### src/rtl/rfsh_pkg.sv
package rfsh_pkg;

    typedef enum logic [1:0] {
        OWN_CPU  = 2'b00,
        OWN_DMA  = 2'b01,
        OWN_RFSH = 2'b10,
        OWN_HOLD = 2'b11
    } owner_e;

endpackage

### src/rtl/rfsh_interval.sv
module rfsh_interval #(
    parameter int DIV_W  = 8,
    parameter int PEND_W = 3
) (
    input  logic             clk,
    input  logic             rst_n,
    input  logic [DIV_W-1:0] div_i,
    input  logic             take_i,
    output logic             pending_o
);
    localparam logic [PEND_W-1:0] PEND_MAX = '1;

    typedef struct packed {
        logic [DIV_W-1:0]  cnt;
        logic [PEND_W-1:0] pend;
    } ivl_t;

    ivl_t st_d, st_q;
    logic tick;

    // A request arises when the spacing counter reaches its last step.
    assign tick = (div_i != '0) && (st_q.cnt >= div_i - DIV_W'(1));

    always_comb begin
        st_d = st_q;
        if (tick || (div_i == '0)) begin
            st_d.cnt = '0;
        end else begin
            st_d.cnt = st_q.cnt + DIV_W'(1);
        end
        if (tick && !take_i) begin
            if (st_q.pend != PEND_MAX) begin
                st_d.pend = st_q.pend + PEND_W'(1);
            end
        end else if (!tick && take_i) begin
            st_d.pend = st_q.pend - PEND_W'(1);
        end
    end

    always_ff @(posedge clk) begin
        if (!rst_n) begin
            st_q <= '0;
        end else begin
            st_q <= st_d;
        end
    end

    assign pending_o = (st_q.pend != '0);

endmodule

### src/rtl/rfsh_cycle.sv
module rfsh_cycle #(
    parameter int ADDR_W   = 16,
    parameter int RFSH_LEN = 4
) (
    input  logic              clk,
    input  logic              rst_n,
    input  logic              start_i,
    input  logic              active_i,
    input  logic              wide_i,
    output logic              last_o,
    output logic [ADDR_W-1:0] addr_o
);
    localparam int CNT_W = (RFSH_LEN > 1) ? $clog2(RFSH_LEN) : 1;
    localparam logic [CNT_W-1:0] LAST_CNT = CNT_W'(RFSH_LEN - 1);

    typedef struct packed {
        logic [CNT_W-1:0]  rcnt;
        logic [ADDR_W-1:0] addr;
    } cyc_t;

    cyc_t st_d, st_q;

    assign last_o = active_i && (st_q.rcnt == LAST_CNT);

    always_comb begin
        st_d = st_q;
        if (start_i) begin
            st_d.rcnt = '0;
        end else if (active_i && !last_o) begin
            st_d.rcnt = st_q.rcnt + CNT_W'(1);
        end
        // The row moves on once the cycle is complete; the modulo wrap is natural.
        if (last_o) begin
            st_d.addr = st_q.addr + (wide_i ? ADDR_W'(2) : ADDR_W'(1));
        end
    end

    always_ff @(posedge clk) begin
        if (!rst_n) begin
            st_q <= '0;
        end else begin
            st_q <= st_d;
        end
    end

    assign addr_o = st_q.addr;

endmodule

### src/rtl/rfsh_arbiter.sv
module rfsh_arbiter
    import rfsh_pkg::*;
(
    input  logic   clk,
    input  logic   rst_n,
    input  logic   pending_i,
    input  logic   hold_req_i,
    input  logic   dma_req_i,
    input  logic   cyc_done_i,
    input  logic   rfsh_last_i,
    output owner_e owner_o,
    output logic   take_o,
    output logic   hold_ack_o
);
    typedef struct packed {
        owner_e owner;
    } arb_t;

    arb_t   st_d, st_q;
    logic   release_pt;
    owner_e pick;

    always_comb begin
        unique case (st_q.owner)
            OWN_CPU, OWN_DMA: release_pt = cyc_done_i;
            OWN_RFSH:         release_pt = rfsh_last_i;
            default:          release_pt = !hold_req_i;
        endcase
    end

    always_comb begin
        if (pending_i) begin
            pick = OWN_RFSH;
        end else if (hold_req_i) begin
            pick = OWN_HOLD;
        end else if (dma_req_i) begin
            pick = OWN_DMA;
        end else begin
            pick = OWN_CPU;
        end
    end

    always_comb begin
        st_d = st_q;
        if (release_pt) begin
            st_d.owner = pick;
        end
    end

    always_ff @(posedge clk) begin
        if (!rst_n) begin
            st_q.owner <= OWN_CPU;
        end else begin
            st_q <= st_d;
        end
    end

    assign owner_o    = st_q.owner;
    assign take_o     = release_pt && pending_i;
    assign hold_ack_o = (st_q.owner == OWN_HOLD) && !pending_i;

endmodule

### src/rtl/rfsh_bus_arbiter.sv
module rfsh_bus_arbiter
    import rfsh_pkg::*;
#(
    parameter int ADDR_W   = 16,
    parameter int DIV_W    = 8,
    parameter int PEND_W   = 3,
    parameter int RFSH_LEN = 4
) (
    input  logic              clk,
    input  logic              rst_n,
    input  logic [DIV_W-1:0]  div_i,
    input  logic              wide_bus_i,
    input  logic              cyc_done_i,
    input  logic              dma_req_i,
    input  logic              hold_req_i,
    output logic              hold_ack_o,
    output logic [1:0]        owner_o,
    output logic              rfsh_active_o,
    output logic [ADDR_W-1:0] rfsh_addr_o
);
    logic              rfsh_pending;
    logic              rfsh_take;
    logic              rfsh_last;
    logic [ADDR_W-1:0] row_addr;
    owner_e            owner;

    rfsh_interval #(
        .DIV_W (DIV_W),
        .PEND_W(PEND_W)
    ) u_intv (
        .clk      (clk),
        .rst_n    (rst_n),
        .div_i    (div_i),
        .take_i   (rfsh_take),
        .pending_o(rfsh_pending)
    );

    rfsh_arbiter u_arb (
        .clk        (clk),
        .rst_n      (rst_n),
        .pending_i  (rfsh_pending),
        .hold_req_i (hold_req_i),
        .dma_req_i  (dma_req_i),
        .cyc_done_i (cyc_done_i),
        .rfsh_last_i(rfsh_last),
        .owner_o    (owner),
        .take_o     (rfsh_take),
        .hold_ack_o (hold_ack_o)
    );

    rfsh_cycle #(
        .ADDR_W  (ADDR_W),
        .RFSH_LEN(RFSH_LEN)
    ) u_cyc (
        .clk     (clk),
        .rst_n   (rst_n),
        .start_i (rfsh_take),
        .active_i(owner == OWN_RFSH),
        .wide_i  (wide_bus_i),
        .last_o  (rfsh_last),
        .addr_o  (row_addr)
    );

    assign owner_o       = owner;
    assign rfsh_active_o = (owner == OWN_RFSH);
    assign rfsh_addr_o   = rfsh_active_o ? row_addr : '0;

endmodule

### config.mk
export PLATFORM = sky130hd
export DESIGN_NAME = rfsh_bus_arbiter
export DESIGN_NICKNAME = d
export VERILOG_FILES = /design/src/rtl/rfsh_pkg.sv /design/src/rtl/rfsh_interval.sv /design/src/rtl/rfsh_cycle.sv /design/src/rtl/rfsh_arbiter.sv /design/src/rtl/rfsh_bus_arbiter.sv
export SDC_FILE = /design/constraint.sdc
export NUM_CORES = 1
export LEC_CHECK = 0
export BUFFER_PORTS_ARGS = -buffer_cell sky130_fd_sc_hd__buf_2
export CAP_MARGIN = 20
export CORE_ASPECT_RATIO = 0.9
export CORE_MARGIN = 3
export CORE_UTILIZATION = 50
export DETAILED_ROUTE_END_ITERATION = 8
export PLACE_DENSITY = 0.76
export SLEW_MARGIN = 20
export SYNTH_ARGS = -nofsm -noshare
export SYNTH_HDL_FRONTEND = slang
export SYNTH_HIERARCHICAL = 1
export SYNTH_SLANG_ARGS = --single-unit
### constraint.sdc
create_clock -name clk -period 2.4 [get_ports clk]
set_input_delay 0 -clock clk [delete_from_list [all_inputs] [get_ports clk]]
set_output_delay 0 -clock clk [all_outputs]
set_load 0.01 [all_outputs]
Word-level counts from Yosys, hierarchy flattened
Index checks and enable logic that the tools add are counted.
{"block": "word_totals", "regBits": 31, "input_bits": 14, "output_inout_bits": 20, "word_cells": 50}
{"block": "op_classes", "add_sub_neg": 6, "n_lt_le_gt_ge": 1, "eq_ne": 6, "n_mux": 9, "bitwise_logic": 1, "n_reduce_logical": 22}
{"op": "adder 16 bit", "n": 1}
{"op": "two-way mux 16 bit", "n": 1}
{"op": "two-way mux 3 bit", "n": 3}
{"op": "adder 8 x 1 -> 8 bit (second input constant)", "n": 1}
{"op": "greater-or-equal comparator 8 bit", "n": 1}
{"op": "logical NOT 8 bit", "n": 1}
{"op": "nonzero test 8 bit", "n": 1}
{"op": "subtractor 8 x 1 -> 8 bit (second input constant)", "n": 1}
{"op": "logical AND 1 bit", "n": 7}
{"op": "equality test 2 bit (second input constant)", "n": 3}
{"op": "two-way mux 2 bit", "n": 3}
{"op": "OR reduction 2 bit", "n": 3}
{"op": "logical NOT 1 bit", "n": 5}
{"op": "adder 3 x 1 -> 3 bit (second input constant)", "n": 1}
{"op": "!= test 3 bit (second input constant)", "n": 1}
{"op": "nonzero test 3 bit", "n": 1}
{"op": "subtractor 3 x 1 -> 3 bit (second input constant)", "n": 1}
{"op": "adder 2 x 1 -> 2 bit (second input constant)", "n": 1}
{"op": "equality test 2 x 1 -> 1 bit (second input constant)", "n": 1}
{"op": "logical NOT 2 bit", "n": 1}
{"op": "!= test 2 bit (second input constant)", "n": 1}
{"op": "one-hot mux 1 bit (2 select lines)", "n": 1}
{"op": "AND reduction 2 bit", "n": 1}
{"op": "nonzero test 2 bit", "n": 1}
{"op": "3 further kinds", "n": 3}

Depth between registers and ports, before layout
Gate-level depths: netlist of run 1.
{"block": "logic_depth", "ltp_word": 8, "ltp_mapped": 15}

Modules after synthesis
The synthesis of run 1 kept the hierarchy.
{"module": "rfsh_cycle", "instances": 1, "cells_per_inst": 117, "area_each_um2": 1021.0, "seq_area_each_um2": 360.3}
{"module": "rfsh_interval", "instances": 1, "cells_per_inst": 94, "area_each_um2": 839.6, "seq_area_each_um2": 220.2}
{"module": "rfsh_bus_arbiter", "instances": 1, "cells_per_inst": 19, "area_each_um2": 165.2, "seq_area_each_um2": 0.0}
{"module": "rfsh_arbiter", "instances": 1, "cells_per_inst": 16, "area_each_um2": 135.1, "seq_area_each_um2": 40.0}

Least setup slack after synthesis of run 1
Ideal clock, no wire load.
{"block": "synth_timing", "path_type": "register to register", "from": "reg, netlist name u_arb/owner_o[1]", "to": "reg u_intv/st_q[2] (netlist bit)", "setup_ps": 78, "arrival_ps": 2678, "t_required_ps": 2322, "slack_ps": -355, "path_stages_with_launch": 14, "synth_period_minus_slack_ps": 2755, "cell_sequence": "dfxtp_1 -> buf_4 -> nor2b_1 -> nand2_1 -> inv_1 -> nor2_1 -> o21ai_1 -> and3_1 -> or3_2 -> fa_1 -> nand2_1 -> nor3_1 -> o21a_1 -> nor3_1"}
{"block": "synth_between", "elab_chain_cells": 8, "word_cells_on_any_way": 14, "classes_between": "eq/ne: 3; mux: 2; reduce/logical: 9"}
{"item": "equality test 2 bit *"}
{"item": "net rfsh_active_o", "line": "rfsh_bus_arbiter.sv:18", "text": "output logic rfsh_active_o,"}
{"item": "logical AND 1 bit *", "line": "rfsh_cycle.sv:23", "text": "assign last_o = active_i && (st_q.rcnt == LAST_CNT);"}
{"item": "net rfsh_last", "line": "rfsh_bus_arbiter.sv:23", "text": "logic rfsh_last;"}
{"item": "one-hot mux 1 bit (2 select lines) *", "line": "rfsh_arbiter.sv:24", "text": "unique case (st_q.owner)"}
{"item": "logical AND 1 bit *", "line": "rfsh_arbiter.sv:59", "text": "assign take_o = release_pt && pending_i;"}
{"item": "net rfsh_take", "line": "rfsh_bus_arbiter.sv:22", "text": "logic rfsh_take;"}
{"item": "logical NOT 1 bit", "line": "rfsh_interval.sv:31", "text": "if (tick && !take_i) begin"}
{"item": "logical AND 1 bit", "line": "rfsh_interval.sv:31"}
{"item": "!= test 2 bit (no source line) or nonzero test 2 bit (tied branches)"}
{"item": "AND reduction 2 bit (no source line)"}
{"item": "end signal: assignment", "line": "rfsh_interval.sv:44", "text": "st_q <= st_d;"}
{"item": "end: declaration", "line": "rfsh_interval.sv:18", "text": "ivl_t st_d, st_q;"}
Mark *: on every way through the listed nets, which the timed path passes. The rest lies on a longest branch.
A chain may end at the register's enable or synchronous reset.

==> flow_summary.yaml, run 1 <==
logic_synthesis:
  yosysSeqAreaShare_pct: 28.7
  synth-async-reset-ratio_pct: 0
  synthXorXnorAreaFrac_pct: 8.51
  synth-compound-area-share_pct: 11.5
  ys_warn_count: 6
  synthAdderAreaFrac_pct: 9.96
  yosys.area_share.simple_pct: 30.7
  netlist_instances: 246
  netlist_area_um2: 2160
  synth_seq_cells: 31
  syn_nets: 276
  synth.area.mux_share_pct: 1.45
  syn_avg_cell_area_um2: 8.78
  synth_edf_count: 0
  synthFlopType: "dfxtp_1"
  synth.distinct_cells: 55
  synth_top_family_by_area: "simple AND/OR/NAND/NOR gates"
timing:
  clock.fmax_mhz: 427
  finalCritPeriodShare_pct: 97.5
  slew_viol_final: 0
  timing.slew.headroom_pct: 68.3
  worstMarginPinSlew_ns: 0.476
  fin_worst_skew_ns: 0.00999
  min_period_ns: 2.34
  setup_viol: 0
  finalHoldViolations: 0
job:
  timing.max_cap.violations: 0
clock_network:
  clock_path_buffers: 2
  numCtsBuffers: 5
  root_buffer: "clkbuf_8"
  cts.sinks: 31
  path_clk_slew_ns: 0.07
  cts_max_level: 2
  clk_latency_ns: 0.28
  tritoncts: "built"
outcome:
  status: "complete, no violations"
routing:
  antenna_left: 0
  wire_per_inst_um: 13.0
  drtIter0Drc: 124
  drc_errors: 0
  vias: 1826
  routed_wl_um: 4450
  drtPass1Iterations: 4
  vias_per_cell: 5.34
pwr:
  p_leak_nw: 1.18
  peakVddDrop_v: 0.000330
  power.density_nw_per_um2: 563
critical_path:
  worst_path_max_delay_cell: "a2111o_1"
  reg2reg_from: "u_intv/st_q[3]$_SDFF_PP0_"
  max_stage_delay_ns: 0.46
  rrSetupSlack_ns: 0.06
  cp.required_ns: 2.57
  arrival_ns: 2.51
  worstSetupPathType: "flip-flop to flip-flop"
  crit_buf_inv: 1
  path_cells: "inv_2, ha_4, nand2b_4, a2111o_1, a211oi_4, or3_4, fa_2, a21bo_1, a21oi_1"
  endpoint_kind: "flip-flop"
  worstReg2RegEnd: "u_intv/st_q[1]$_SDFFE_PN0P_"
  start_kind: "flip-flop"
  cp_max_fo: 2
  crit_family: "compound AO/OA/AOI/OAI gates"
  critical_path_depth: 9
  rr_worst_depth: 9
floorplan:
  die_height_um: 68.4
  die-area_um2: 5150
  dieWidth_um: 75.3
  ios: 34
  rows: 22
  placeableCoreArea_um2: 4130
  initial_core_util_pct: 52.3
final_layout:
  fin_util_pct: 64.7
  areaGrowthSynthToFinish_pct: 23.6
  final_cell_mix: "buf_2 (33), dfxtp_1 (26), buf_4 (25), nor2_1 (25), and3b_1 (16)"
  diodes: 0
  fin_cells: 342
  layout_commonest_cell: "buf_2"
  fillerInstances: 331
  nets: 323
  drive_gt1_share_pct: 37.1
global_route:
  antenna_found_initial: 0
  grt_pass1_vias: 1580
  grt_usage_pct: 17.6
  grt_pass1_wl_um: 7040
  grt-ovfl-total: 0
  grt_start_max_net_pins: 22
hold_path:
  hp-class: "primary input to flip-flop"
  min_path_cells: 3
  holdPathEnd: "u_arb/owner_o[1]$_SDFFE_PN0P_"
  hold_path_startpoint: "hold_req_i"
placed_design:
  globalplace.congestion: 0.793
  dpl.cell_count: 329
  dpl.hpwl_um: 3300
  portBuffers: 33
==> sequential cells by signal, summed over array words and instances (netlist names) <==
name,count
u_cyc/addr_o,16
u_intv/st_q,11
u_arb/owner_o,2
u_cyc/st_q,2
==> through the flow <==
step / power [mW] / hold slack, ns / setup TNS (ns) / area [um^2] / setup slack [ns]
floorplan: 0.923 / 0.113 / -0.0306 / 2230 / -0.0306
global placement: 1.04 / 0.283 / -0.283 / 2470 / -0.167
detailed placement: 1.05 / 0.284 / -0.471 / 2470 / -0.272
CTS: 1.44 / 0.0379 / 0 / 2560 / 0.00113
global route: 1.62 / 0.0494 / -0.0500 / 2670 / -0.0287
finish: 1.50 / 0.0443 / 0 / 2670 / 0.0589
==> cell families after synthesis <==
kind of cell    count (synthesis)
flops                          31
buf+inv                        34
simple gates                  107
xor+xnor                       21
compound gates                 34
mux                             3
fa+ha+maj                      16
==> power by group <==
group          leakage [nW]  internal (mW)  switching, mW
Combinational         0.884          0.267          0.240
Clock                0.0422          0.203          0.183
Sequential            0.254          0.560         0.0508
==> cells in the mapped netlist (2+ instances only) <==
| master | number | area, um^2 |
|---|---|---|
| xor2_1 | 8 | 70.1 |
| mux2i_1 | 2 | 20.0 |
| buf_4 | 17 | 128 |
| a21o_1 | 2 | 15.0 |
| nor2_1 | 27 | 101 |
| nor2b_1 | 2 | 12.5 |
| o31ai_1 | 2 | 15.0 |
| and3b_1 | 16 | 140 |
| o21ai_2 | 2 | 17.5 |
| nor3_1 | 7 | 35.0 |
| nand2_1 | 12 | 45.0 |
| or3_1 | 2 | 12.5 |
| nand4_1 | 5 | 31.3 |
| nand3_1 | 10 | 50.1 |
| xnor2_1 | 13 | 114 |
| nand2b_1 | 4 | 25.0 |
| dfxtp_1 | 31 | 621 |
| a211oi_1 | 2 | 15.0 |
| a21oi_1 | 9 | 45.0 |
| o21ai_0 | 5 | 25.0 |
| and3_1 | 2 | 12.5 |
| or3_2 | 2 | 15.0 |
| ha_1 | 14 | 175 |
| inv_1 | 15 | 56.3 |
| nor4_1 | 3 | 18.8 |
| and3_4 | 2 | 22.5 |
| fa_1 | 2 | 40.0 |
==> final cells by class <==
class                           instances  area (um^2)  share of cell area (%)
Clock buffer                            7         76.3                    2.86
Clock inverter                          1         5.00                   0.187
Inverter                               15         56.3                    2.11
Multi-Input combinational cell        181         1480                    55.4
Sequential cell                        31          632                    23.7
Tap cell                               48         60.1                    2.25
Timing Repair Buffer                   59          363                    13.6
==> how the worst max path moves through the flow <==
stage / from / endpoint
after floorplan: u_intv/st_q[3]$_SDFF_PP0_ / u_intv/st_q[1]$_SDFFE_PN0P_
after global placement: div_i[0] / u_intv/st_q[1]$_SDFFE_PN0P_
final: u_intv/st_q[3]$_SDFF_PP0_ / u_intv/st_q[1]$_SDFFE_PN0P_
after detailed placement: div_i[2] / u_intv/st_q[1]$_SDFFE_PN0P_
after CTS: u_cyc/st_q[16]$_SDFFE_PP0P_ / u_intv/st_q[1]$_SDFFE_PN0P_
after global routing: div_i[0] / u_intv/st_q[1]$_SDFFE_PN0P_
==> metal layers <==
layer,GRT usage (%),routed length (um)
met3,4.70,176
met5,0,0
met2,26.3,2050
met4,4.59,46
met1,25.1,2180
==> worst register-to-register path, cell delays in order (launching register included) <==
cell and delay [ns]:
dfxtp_2 0.34, inv_2 0.04, ha_4 0.22, nand2b_4 0.13
a2111o_1 0.46, a211oi_4 0.23, or3_4 0.17, fa_2 0.42
a21bo_1 0.18, a21oi_1 0.06
==> repair_timing <==
| action | 4_1_cts | 5_1_grt |
|---|---|---|
| gates resized for setup | 0 | 17 |
| setup buffers | 0 | 4 |
| hold buffers | 1 | 0 |
| hold endpoints to repair | 1 | 0 |
| setup endpoints to repair | 0 | 2 |
Power figures use the tool's default switching activity.
==> run 2: changes to the inputs <==
SYNTH_HIERARCHICAL = unset   (was 1)
==> flow_summary.yaml, run 2 <==
critical_path:
  crit_buf_inv: 2
  start_kind: "flip-flop"
  worstSetupPathType: "flip-flop to flip-flop"
  arrival_ns: 2.58
  cp_max_fo: 2
  cp.required_ns: 2.60
  path_cells: "inv_2, ha_4, nand2b_4, a2111oi_4, nor4_2, o21ai_1, inv_1, nand2_1, fa_2, a2111o_1, o31ai_2, mux2i_1"
  crit_family: "adder cells"
  worst_path_max_delay_cell: "fa_2"
  max_stage_delay_ns: 0.34
  endpoint_kind: "flip-flop"
final_layout:
  largest_reg_flops: 16
  layout_commonest_cell: "buf_2"
  areaGrowthSynthToFinish_pct: 23.5
  fin_util_pct: 65.0
  drive_gt1_share_pct: 26.8
  fillerInstances: 318
  fin_cells: 326
  final_cell_mix: "buf_2 (33), dfxtp_1 (30), nand2_1 (25)"
  nets: 309
  final-seq-area_um2: 622
  diodes: 0
  multi_input_area_um2: 1350
floorplan:
  placeableCoreArea_um2: 3760
  die_height_um: 65.7
  initial_core_util_pct: 52.6
  die-area_um2: 4750
  rows: 21
  dieWidth_um: 72.3
  ios: 34
global_route:
  grt-ovfl-total: 0
  grt_usage_pct: 18.4
  antenna_found_initial: 0
  grt_pass1_wl_um: 6870
  grt_start_max_net_pins: 27
  grt_pass1_vias: 1515
logic_synthesis:
  synth.distinct_cells: 43
  yosysMostFrequentCell: "dfxtp_1"
  synth-async-reset-ratio_pct: 0
  netlist_area_um2: 1980
  synthFlopType: "dfxtp_1"
  synth_edf_count: 0
  yosysSeqAreaShare_pct: 31.4
  synthAdderAreaFrac_pct: 10.9
  yosysTopAreaCell: "dfxtp_1"
  ys_warn_count: 0
  syn_avg_cell_area_um2: 8.53
  synth-compound-area-share_pct: 8.29
  netlist_instances: 232
  yosys.area_share.simple_pct: 31.9
  synth_seq_cells: 31
  netlist_top_cells_count: "dfxtp_1 (31), nand2_1 (25), and2_1 (23)"
  synth.area.mux_share_pct: 3.04
  yosysTopAreaCellShare_pct: 31.4
  synth_top_family_by_area: "simple AND/OR/NAND/NOR gates"
  yosys-top-cells-area: "dfxtp_1 (31%), ha_1 (8.9%), and2_1 (7.3%)"
  synthXorXnorAreaFrac_pct: 10.6
  syn_nets: 262
clock_network:
  cts_max_level: 2
  numCtsBuffers: 5
  clk_latency_ns: 0.28
  tritoncts: "built"
  cts.sinks: 31
  root_buffer: "clkbuf_8"
  clock_path_buffers: 2
  path_clk_slew_ns: 0.07
hold_path:
  hp-class: "primary input to flip-flop"
routing:
  drtIter0Drc: 60
  vias: 1683
  drc_errors: 0
  antenna_left: 0
  routed_wl_um: 3940
  wire_per_inst_um: 12.1
  vias_per_cell: 5.16
  drtPass1Iterations: 4
timing:
  min_period_ns: 2.38
  clock.fmax_mhz: 420
  fin_setup_tns_ns: 0
  finalHoldViolations: 0
  finalHoldWorstSlack_ns: 0.00970
  worstMarginPinSlew_ns: 0.384
  setup_viol: 0
  rsz0062_at_grt: "true"
  finalCritPeriodShare_pct: 99.1
  fin_worst_skew_ns: 0.00916
  slew_viol_final: 0
  timing.slew.headroom_pct: 74.4
placed_design:
  dpl.hpwl_um: 2980
  dpl.cell_count: 317
  portBuffers: 33
  globalplace.congestion: 0.770
pwr:
  peakVddDrop_v: 0.000289
  power.density_nw_per_um2: 582
  p_leak_nw: 1.09
job:
  timing.max_cap.violations: 0
outcome:
  status: "complete, no violations"
## run 2: cell count changes after synthesis, moves of 4 or more
cell,change
and2_1,+22
buf_4,-17
and3b_1,-16
nand2_1,+13
nor2_1,-8
a21oi_1,-6
mux2i_1,+4
xor2_1,+4
## run 2: stage by stage
| step | total power, mW | cell area, um^2 | setup WS, ns |
|---|---|---|---|
| after floorplan | 0.854 | 2010 | 0.0240 |
| after global placement | 0.940 | 2290 | -0.129 |
| after detailed placement | 0.950 | 2290 | -0.273 |
| after CTS | 1.42 | 2420 | 0.0284 |
| after global routing | 1.52 | 2440 | -0.175 |
| final | 1.42 | 2440 | 0.0207 |
## run 2: layout make-up
class	instances	area share, %
Multi-Input combinational cell	183	55.4
Sequential cell	31	25.4
Inverter	12	1.84
Tap cell	46	2.36
Clock inverter	1	0.307
Timing Repair Buffer	46	10.8
Clock buffer	7	3.94
## run 2: path summary, 6_finish.rpt
path | start | endpoint | slack [ns] | cells past startpoint
max | u_intv.st_q[3]$_SDFF_PP0_ | u_intv.st_q[2]$_SDFFE_PN0P_ | 0.02 | 12
max reg2reg | u_intv.st_q[3]$_SDFF_PP0_ | u_intv.st_q[2]$_SDFFE_PN0P_ | 0.02 | 12
min | cyc_done_i | u_arb.owner_o[1]$_SDFFE_PN0N_ | 0.01 | 3
min reg2reg | u_cyc.addr_o[0]$_SDFFE_PN0P_ | u_cyc.addr_o[0]$_SDFFE_PN0P_ | 0.48 | 2
## run 2: cell families (layout without fill, tap and decap cells)
kind of cell / Yosys count / after routing
compound gates: 25 / 25
xor+xnor: 24 / 24
fa+ha+maj: 16 / 16
buf+inv: 18 / 66
flops: 31 / 31
mux: 6 / 6
simple gates: 112 / 112
## run 2: where the power goes
group          total [mW]  switching (mW)  internal, mW
clock network       0.456           0.196         0.261
registers           0.605          0.0520         0.553
logic               0.360           0.194         0.166
total                1.42           0.442         0.980
## run 2: what timing repair did
action | 4_1_cts | 5_1_grt
hold buffers | 0 | 0
pin swaps | 2 | 2
cloned | 0 | 0
resized for setup | 3 | 4
buffers inserted | 0 | 1
endpoints found under the setup margin | 1 | 2
## run 2: per-layer routing
| layer | track usage, % | share of wire, % | vias to the layer above |
|---|---|---|---|
| li1 | - | - | 877 |
| met1 | 27.4 | 53 | 767 |
| met2 | 25.9 | 41 | 35 |
| met3 | 4.59 | 5.1 | 4 |
| met4 | 4.93 | 1.2 | 0 |
| met5 | 0 | 0 | - |
## run 2: worst reg2reg max path: stages, from the launching register on
cell and delay [ns]:
dfxtp_2 0.33, inv_2 0.04, ha_4 0.25, nand2b_4 0.12
a2111oi_4 0.07, nor4_2 0.31, o21ai_1 0.12, inv_1 0.07
nand2_1 0.06, fa_2 0.34, a2111o_1 0.31, o31ai_2 0.07
mux2i_1 0.21
==> run 3: changes to the inputs <==
HOLD_SLACK_MARGIN = 0.08   (was unset)
==> flow_summary.yaml, run 3 (synthesis gave the netlist of run 2 again) <==
final_layout:
  diodes: 0
  post-route-cell-area_um2: 2460
  largest_reg_flops: 16
  areaGrowthSynthToFinish_pct: 24.5
  drive_gt1_share_pct: 26.6
  final_cell_mix: "buf_2 (33), dfxtp_1 (30), nand2_1 (25)"
  nets: 311
  fin_cells: 328
  layout_commonest_cell: "buf_2"
  fin_util_pct: 65.6
  fillerInstances: 318
  multi_input_area_um2: 1350
  final-seq-area_um2: 622
routing:
  wire_per_inst_um: 12.1
  wl_met1_um: 2070
  drc_errors: 0
  wl_met2_um: 1640
  drtPass1Iterations: 4
  routed_wl_um: 3950
  drtIter0Drc: 63
  vias: 1691
  antenna_left: 0
  dr_wl_met3_um: 197
  vias_per_cell: 5.16
  top_layer: "met4"
critical_path:
  crit_start: "u_intv.st_q[3]$_SDFF_PP0_"
  worstSetupPathType: "flip-flop to flip-flop"
  endpoint: "u_intv.st_q[2]$_SDFFE_PN0P_"
  endpoint_kind: "flip-flop"
  rrSetupSlack_ns: 0.02
  reg2reg_from: "u_intv.st_q[3]$_SDFF_PP0_"
  start_kind: "flip-flop"
  cp_max_fo: 2
  arrival_ns: 2.58
  cp.required_ns: 2.60
  rr_worst_depth: 12
  worstReg2RegEnd: "u_intv.st_q[2]$_SDFFE_PN0P_"
timing:
  fin_worst_skew_ns: 0.00916
  finalCritPeriodShare_pct: 99.3
  slew_viol_final: 0
  min_period_ns: 2.38
  timing.slew.headroom_pct: 74.3
  fin_setup_tns_ns: 0
  finalHoldWorstSlack_ns: 0.101
  setup_viol: 0
  finalHoldViolations: 0
  fin_ws_ns: 0.0179
  worstMarginPinSlew_ns: 0.386
  rsz0062_at_grt: "true"
  clock.fmax_mhz: 420
hold_path:
  min_path_cells: 5
  hp-class: "primary input to flip-flop"
clock_network:
  cts_max_level: 2
  cts.sinks: 31
  clk_latency_ns: 0.28
  tritoncts: "built"
  clock_path_buffers: 2
  path_clk_slew_ns: 0.07
  numCtsBuffers: 5
  root_buffer: "clkbuf_8"
global_route:
  grt_pass1_vias: 1525
  antenna_found_initial: 0
  grt_start_max_net_pins: 27
  grt_usage_pct: 18.5
  grt_pass1_wl_um: 6910
  grt-ovfl-total: 0
floorplan:
  die-area_um2: 4750
  initial_core_util_pct: 52.6
  dieWidth_um: 72.3
  rows: 21
  ios: 34
  placeableCoreArea_um2: 3760
  die_height_um: 65.7
placed_design:
  dpl.hpwl_um: 2980
  place_area_um2: 2290
  portBuffers: 33
  dp_slack_ns: -0.273
  dpl.cell_count: 317
  globalplace.congestion: 0.770
pwr:
  power.density_nw_per_um2: 580
  p_leak_nw: 1.10
  peakVddDrop_v: 0.000289
  total_power_mw: 1.43
outcome:
  status: "complete, no violations"
job:
  timing.max_cap.violations: 0
[run 3: cell types whose count changed in the layout (fill, tap and decap cells not counted)]
cell           delta
dlygate4sd3_1     +2
[run 3: timing repair]
item	CTS	global route
pin swaps	2	2
setup endpoints to repair	1	2
hold buffers	2	0
gates resized for setup	3	4
buffers inserted	0	1
endpoints found under the hold margin	1	0
[run 3: how the worst min path moves through the flow]
stage / start / endpoint / slack (ns)
after global placement: cyc_done_i / u_arb.owner_o[1]$_SDFFE_PN0N_ / 0.31
after floorplan: rst_n / u_intv.st_q[0]$_SDFFE_PN0P_ / 0.15
after detailed placement: cyc_done_i / u_arb.owner_o[1]$_SDFFE_PN0N_ / 0.31
after global routing: dma_req_i / u_arb.owner_o[0]$_SDFFE_PN0N_ / 0.15
after CTS: dma_req_i / u_arb.owner_o[0]$_SDFFE_PN0N_ / 0.11
final: dma_req_i / u_arb.owner_o[0]$_SDFFE_PN0N_ / 0.10
[run 3: per-layer routing]
layer	track usage, %	vias up
met4	4.93	0
met5	0	-
met1	27.4	771
met2	26.3	35
li1	-	881
met3	4.59	4
[run 3: cell type report]
class | count | share of cell area (%)
clock inverters | 1 | 0.305
well taps | 46 | 2.34
repair buffers | 48 | 11.5
inverters | 12 | 1.83
clock buffers | 7 | 3.91
flip-flops and latches | 31 | 25.2
multi-input cells | 183 | 54.9
[run 3: report_power, final]
group          internal, mW  switching (mW)
clock network         0.261           0.196
logic                 0.171           0.195
registers             0.553          0.0520
total                 0.985           0.443
[run 3: critical path: stages (launching register included)]
cell	delay (ns)
dfxtp_2	0.33
inv_2	0.04
ha_4	0.25
nand2b_4	0.12
a2111oi_4	0.07
nor4_2	0.31
o21ai_1	0.12
inv_1	0.07
nand2_1	0.06
fa_2	0.34
a2111o_1	0.31
o31ai_2	0.07
mux2i_1	0.21
